File: config.mk
export PLATFORM = sky130hd
export DESIGN_NAME = switch_debounce_top
export DESIGN_NICKNAME = d
export VERILOG_FILES = /design/src/rtl/dbc_pkg.sv /design/src/rtl/dbc_sample_chain.sv /design/src/rtl/dbc_level_track.sv /design/src/rtl/dbc_edge_filter.sv /design/src/rtl/switch_debounce_top.sv
export SDC_FILE = /design/constraint.sdc
export NUM_CORES = 1
export LEC_CHECK = 0
export CAP_MARGIN = 40
export CORE_UTILIZATION = 53
export CTS_BUF_LIST = sky130_fd_sc_hd__clkbuf_8
export DETAILED_ROUTE_END_ITERATION = 8
export GPL_ROUTABILITY_DRIVEN = 0
export MAX_ROUTING_LAYER = met4
export PLACE_DENSITY = 0.81
export SKIP_LAST_GASP = 1
export SLEW_MARGIN = 10
export SYNTH_ARGS = -nofsm -noshare
export SYNTH_HDL_FRONTEND = slang
export SYNTH_SLANG_ARGS = --single-unit
File: constraint.sdc
create_clock -name clk -period 1.95 [get_ports clk]
set_clock_uncertainty 0.15 [all_clocks]
set_input_delay 0.585 -clock clk [delete_from_list [all_inputs] [get_ports clk]]
set_output_delay 0.585 -clock clk [all_outputs]
set_load 0.005 [all_outputs]
File: src/rtl/dbc_pkg.sv
package dbc_pkg;
  localparam int unsigned SW_W     = 6;
  localparam int unsigned B_LEFT   = 0;
  localparam int unsigned B_RIGHT  = 1;
  localparam int unsigned B_BRAKE  = 2;
  localparam int unsigned B_ENGINE = 3;
  localparam int unsigned B_HAZARD = 4;
  localparam int unsigned B_CANCEL = 5;

  typedef logic [SW_W-1:0] sw_vec_t;

  localparam sw_vec_t BOTH_EDGE_DEF = sw_vec_t'((1 << B_BRAKE) | (1 << B_ENGINE));
  localparam sw_vec_t RESET_LVL_DEF = sw_vec_t'(1 << B_ENGINE);
endpackage

File: src/rtl/dbc_sample_chain.sv
// Shift history of raw samples, advanced on each tick; reports per-bit agreement.
module dbc_sample_chain #(
  parameter int unsigned N       = 6,
  parameter int unsigned DEPTH   = 3,
  parameter logic [N-1:0] RST_VAL = '0
) (
  input  logic         clk,
  input  logic         rst,
  input  logic         tick,
  input  logic [N-1:0] raw,
  output logic [N-1:0] newest,
  output logic [N-1:0] agree
);
  logic [N-1:0] smp [DEPTH];

  always_ff @(posedge clk) begin
    if (rst) smp[0] <= RST_VAL;
    else if (tick) smp[0] <= raw;
  end

  genvar k;
  generate
    for (k = 1; k < DEPTH; k++) begin : g_stage
      always_ff @(posedge clk) begin
        if (rst) smp[k] <= RST_VAL;
        else if (tick) smp[k] <= smp[k-1];
      end
    end
  endgenerate

  always_comb begin
    agree = '1;
    for (int j = 1; j < DEPTH; j++) agree = agree & ~(smp[j] ^ smp[j-1]);
  end

  assign newest = smp[0];

  p_chain_hold_r1: assert property (@(posedge clk) disable iff (rst)
    !tick |=> (newest == $past(newest)));
  p_chain_load_r1: assert property (@(posedge clk) disable iff (rst)
    tick |=> (newest == $past(raw)));
endmodule

File: src/rtl/dbc_level_track.sv
// Debounced level register: settled bits follow the newest sample.
module dbc_level_track #(
  parameter int unsigned N       = 6,
  parameter logic [N-1:0] RST_VAL = '0
) (
  input  logic         clk,
  input  logic         rst,
  input  logic         eval,
  input  logic [N-1:0] newest,
  input  logic [N-1:0] agree,
  output logic [N-1:0] level,
  output logic [N-1:0] chg
);
  assign chg = agree & (newest ^ level);

  always_ff @(posedge clk) begin
    if (rst) level <= RST_VAL;
    else if (eval) level <= (level & ~agree) | (newest & agree);
  end

  p_level_only_eval_r3: assert property (@(posedge clk) disable iff (rst)
    !eval |=> $stable(level));
  p_unsettled_keep_r2: assert property (@(posedge clk) disable iff (rst)
    eval |=> (((level ^ $past(level)) & ~$past(agree)) == '0));
endmodule

File: src/rtl/dbc_edge_filter.sv
// Per-input edge selection and cancel suppression; result held until next eval.
module dbc_edge_filter #(
  parameter int unsigned N          = 6,
  parameter logic [N-1:0] BOTH_MASK  = '0,
  parameter int unsigned CANCEL_IDX = 5,
  parameter logic [N-1:0] RST_TOG    = '0
) (
  input  logic         clk,
  input  logic         rst,
  input  logic         eval,
  input  logic [N-1:0] chg,
  input  logic [N-1:0] newest,
  input  logic         suppress,
  output logic [N-1:0] toggle
);
  logic [N-1:0] kept;

  genvar i;
  generate
    for (i = 0; i < N; i++) begin : g_bit
      logic edge_ok;
      if (BOTH_MASK[i]) begin : g_both
        assign edge_ok = chg[i];
      end else begin : g_press
        assign edge_ok = chg[i] & newest[i];
      end
      if (i == CANCEL_IDX) begin : g_cancel
        assign kept[i] = edge_ok & ~suppress;
      end else begin : g_plain
        assign kept[i] = edge_ok;
      end
    end
  endgenerate

  always_ff @(posedge clk) begin
    if (rst) toggle <= RST_TOG;
    else if (eval) toggle <= kept;
  end

  p_cancel_quiet_r6: assert property (@(posedge clk) disable iff (rst)
    (eval && suppress) |=> !toggle[CANCEL_IDX]);
  p_toggle_hold_r7: assert property (@(posedge clk) disable iff (rst)
    !eval |=> $stable(toggle));
endmodule

File: src/rtl/switch_debounce_top.sv
module switch_debounce_top #(
  parameter int unsigned N          = dbc_pkg::SW_W,
  parameter int unsigned DEPTH      = 3,
  parameter int unsigned CANCEL_IDX = dbc_pkg::B_CANCEL,
  parameter logic [N-1:0] BOTH_MASK  = dbc_pkg::BOTH_EDGE_DEF,
  parameter logic [N-1:0] RST_LEVEL  = dbc_pkg::RESET_LVL_DEF
) (
  input  logic         clk,
  input  logic         rst,
  input  logic         tick,
  input  logic [N-1:0] sw_raw,
  input  logic         same_dir_rot,
  output logic [N-1:0] sw_level,
  output logic [N-1:0] sw_toggle
);
  logic         eval_q;
  logic         sd_q;
  logic [N-1:0] newest;
  logic [N-1:0] agree;
  logic [N-1:0] chg;

  always_ff @(posedge clk) begin
    if (rst) begin
      eval_q <= 1'b0;
      sd_q   <= 1'b0;
    end else begin
      eval_q <= tick;
      if (tick) sd_q <= same_dir_rot;
    end
  end

  dbc_sample_chain #(.N(N), .DEPTH(DEPTH), .RST_VAL(RST_LEVEL)) u_chain (
    .clk(clk), .rst(rst), .tick(tick), .raw(sw_raw),
    .newest(newest), .agree(agree)
  );

  dbc_level_track #(.N(N), .RST_VAL(RST_LEVEL)) u_level (
    .clk(clk), .rst(rst), .eval(eval_q), .newest(newest), .agree(agree),
    .level(sw_level), .chg(chg)
  );

  dbc_edge_filter #(.N(N), .BOTH_MASK(BOTH_MASK), .CANCEL_IDX(CANCEL_IDX),
                    .RST_TOG(RST_LEVEL)) u_edge (
    .clk(clk), .rst(rst), .eval(eval_q), .chg(chg), .newest(newest),
    .suppress(sd_q), .toggle(sw_toggle)
  );

  p_release_dropped_r4: assert property (@(posedge clk) disable iff (rst)
    (sw_toggle & ~BOTH_MASK & ~sw_level) == '0);
  p_both_edges_r5: assert property (@(posedge clk) disable iff (rst)
    eval_q |=> (((sw_level ^ $past(sw_level)) & BOTH_MASK) == (sw_toggle & BOTH_MASK)));
  p_flag_needs_change_r9: assert property (@(posedge clk) disable iff (rst)
    eval_q |=> ((sw_toggle & ~(sw_level ^ $past(sw_level))) == '0));
endmodule

==> results.yml <==
outcome:
  status: "completed"
detailed_routing:
  drc: 0
  drtIter0Drc: 22
  wirelength_mm: 2.48
  via_per_inst: 5.69
  wl_per_cell_um: 15.7
  vias: 899
  drtAntennaViolNets: 0
  dr.pass1.iters: 4
timing:
  slew_viol_final: 0
  hold_violations: 0
  slew_headroom_pct: 72.8
  rsz0062_at_grt: "no"
  tightest_slew_ns: 0.408
  min_period_ns: 1.91
  min_period_over_period_pct: 97.8
  max_freq_mhz: 524
  finalSetupViolations: 0
  whs_ns: 0.327
cells_and_area:
  nets: 139
  syn_to_final_growth_pct: 29.0
  layout.cells.non_filler: 158
  drive_gt1_share_pct: 13.8
  insertedDiodeCount: 0
  final_area_um2: 1630
  final_core_util_pct: 73.1
die:
  io_pins: 22
  core_um2: 2230
  fp.dieH_um: 50.9
  fp-row-count: 17
  start_util_pct: 56.6
  die_w_um: 50.9
  die_area_um2: 2590
yosys:
  yosysUniqueCellTypes: 28
  ys_top_cells_by_area: "edfxtp_1 43%, dfxtp_1 22%, and2_1 6.9%"
  netlist_instances: 97
  async_reset_ff_share_pct: 0
  yosysMostFrequentCell: "edfxtp_1"
  yosys.area.top_type_share_pct: 42.7
  syn_avg_cell_area_um2: 13.0
  ys_ff_latch: 32
  synth-edff-count: 18
  synth-main-ff-cell: "edfxtp_1"
  synthTopCellsByCount: "18 x edfxtp_1, 14 x and2_1, 14 x dfxtp_1, 6 x a21oi_1, 6 x nand4_1"
  seq_area_frac_synth_pct: 64.9
  syn-cell-area_um2: 1260
  syn_nets: 107
  yosysWarnings: 0
  synth.largest_area_cell: "edfxtp_1"
worst_setup_path:
  cp_cell_sequence: "clkdlybuf4s50_1"
  critPathKind: "flip-flop to primary output"
  arrival_ns: 1.17
  path_max_fanout: 3
  cp-start-kind: "flip-flop"
  cp_data_required_time_ns: 1.21
  critPathBufInv: 1
  critPathSlowestCell: "clkdlybuf4s50_1"
  end_kind: "primary output"
  crit_family: "buffers and inverters"
  r2r_setup_slack_ns: 0.47
  max_stage_delay_ns: 0.52
flow_run:
  drv_cap: 0
clocking:
  cts-hold-fix-buffers: 0
  cts_max_level: 2
  cts_tree: "done"
  cts_buffer_depth: 2
  cts-root-buf: "clkbuf_8"
  clkTransAtPathRegs_ns: 0.06
  cts.sinks: 32
  cts_made_buffers: 5
  clk_latency_ns: 0.28
  cts.repair.resized: 0
  post_cts_buffers: 0
min_path:
  min_path_type: "flip-flop to flip-flop"
place:
  place_inst: 150
  dpl.hpwl_mm: 1.74
  port_buffers: 21
  placed_cell_area_um2: 1550
pwr:
  pwr_density_cell_nw_per_um2: 819
  p_leak_nw: 0.590
  ir_worst_vdd_uv: 783
  finalPower_mw: 1.34
grt:
  grt_pass1_vias: 894
  globalRouteTotalUtil_pct: 23.8
  grt_pass1_wl_mm: 3.98
  grt_overflow: 0
  antenna_found_initial: 0
  grt_start_max_net_pins: 19
==> through the flow <==
step                      TNS (ns)  setup WS, ns
final                            0        0.0430
after CTS                        0        0.0348
after global routing             0       0.00197
after detailed placement     -2.35        -0.120
after global placement       -1.39       -0.0753
after floorplan                  0         0.432
==> cells by family (layout without fill, tap and decap cells) <==
family / Yosys count / in the layout / synth area share [%]
flip-flops: 32 / 32 / 64.9
multiplexers: 3 / 3 / 2.37
AND/OR/NAND/NOR: 42 / 42 / 21.7
buffers and inverters: 4 / 37 / 1.38
AO/OA/AOI/OAI: 16 / 16 / 9.69
==> layout make-up <==
class                   count  area [um2]
fillers                   165         602
clock inverters             3        13.8
clock buffers               5        68.8
flip-flops and latches     32         821
inverters                   1        3.75
multi-input cells          61         427
well taps                  28        35.0
repair buffers             28         263
==> where the power goes <==
part	switching, mW	internal (mW)	total, mW	leakage [nW]
sequential	0.0281	0.747	0.775	0.304
combinational	0.0375	0.0466	0.0841	0.241
clock	0.236	0.241	0.477	0.0453
total	0.301	1.04	1.34	0.590
==> final timing paths <==
| check | startpoint | end | cells after the start |
|---|---|---|---|
| hold / removal | u_edge.toggle[5] | u_edge.toggle[5] | 2 |
| setup / recovery | flip-flop | sw_level[5] | 1 |
| hold reg to reg | u_edge.toggle[5] | u_edge.toggle[5] | 2 |
| setup reg to reg | u_chain.smp[0][2] | u_edge.toggle[2] | 2 |
==> per-layer routing <==
| metal | vias to the layer above | routed length [um] | share of wire (%) | track usage, % |
|---|---|---|---|---|
| met2 | 19 | 1260 | 51 | 38.9 |
| li1 | 438 | - | - | - |
| met5 | - | 0 | 0 | - |
| met1 | 436 | 1070 | 43 | 24.0 |
| met4 | 0 | 57 | 2.3 | 13.4 |
| met3 | 6 | 87 | 3.5 | 9.82 |
==> cells in the final DEF (no fill, tap or decap) <==
cell type,instances
clkdlybuf4s50_1,21
edfxtp_1,18
and2_1,14
dfxtp_1,14
buf_4,7
nand4_1,6
a21oi_1,6
nor2_1,5
o41ai_1,5
clkbuf_8,5
and4b_1,4
nand2b_1,3
mux2i_1,3
clkinv_2,2
or2_2,1
nor2b_1,1
inv_2,1
a22oi_1,1
nor4b_1,1
or3_1,1
o32a_1,1
or4b_1,1
nand4b_1,1
a311oi_2,1
a41oi_1,1
nor4_1,1
o21bai_1,1
nor3b_1,1
nand2_1,1
and2_2,1
clkinv_1,1
No activity file was read; power rests on OpenSTA's default activity.
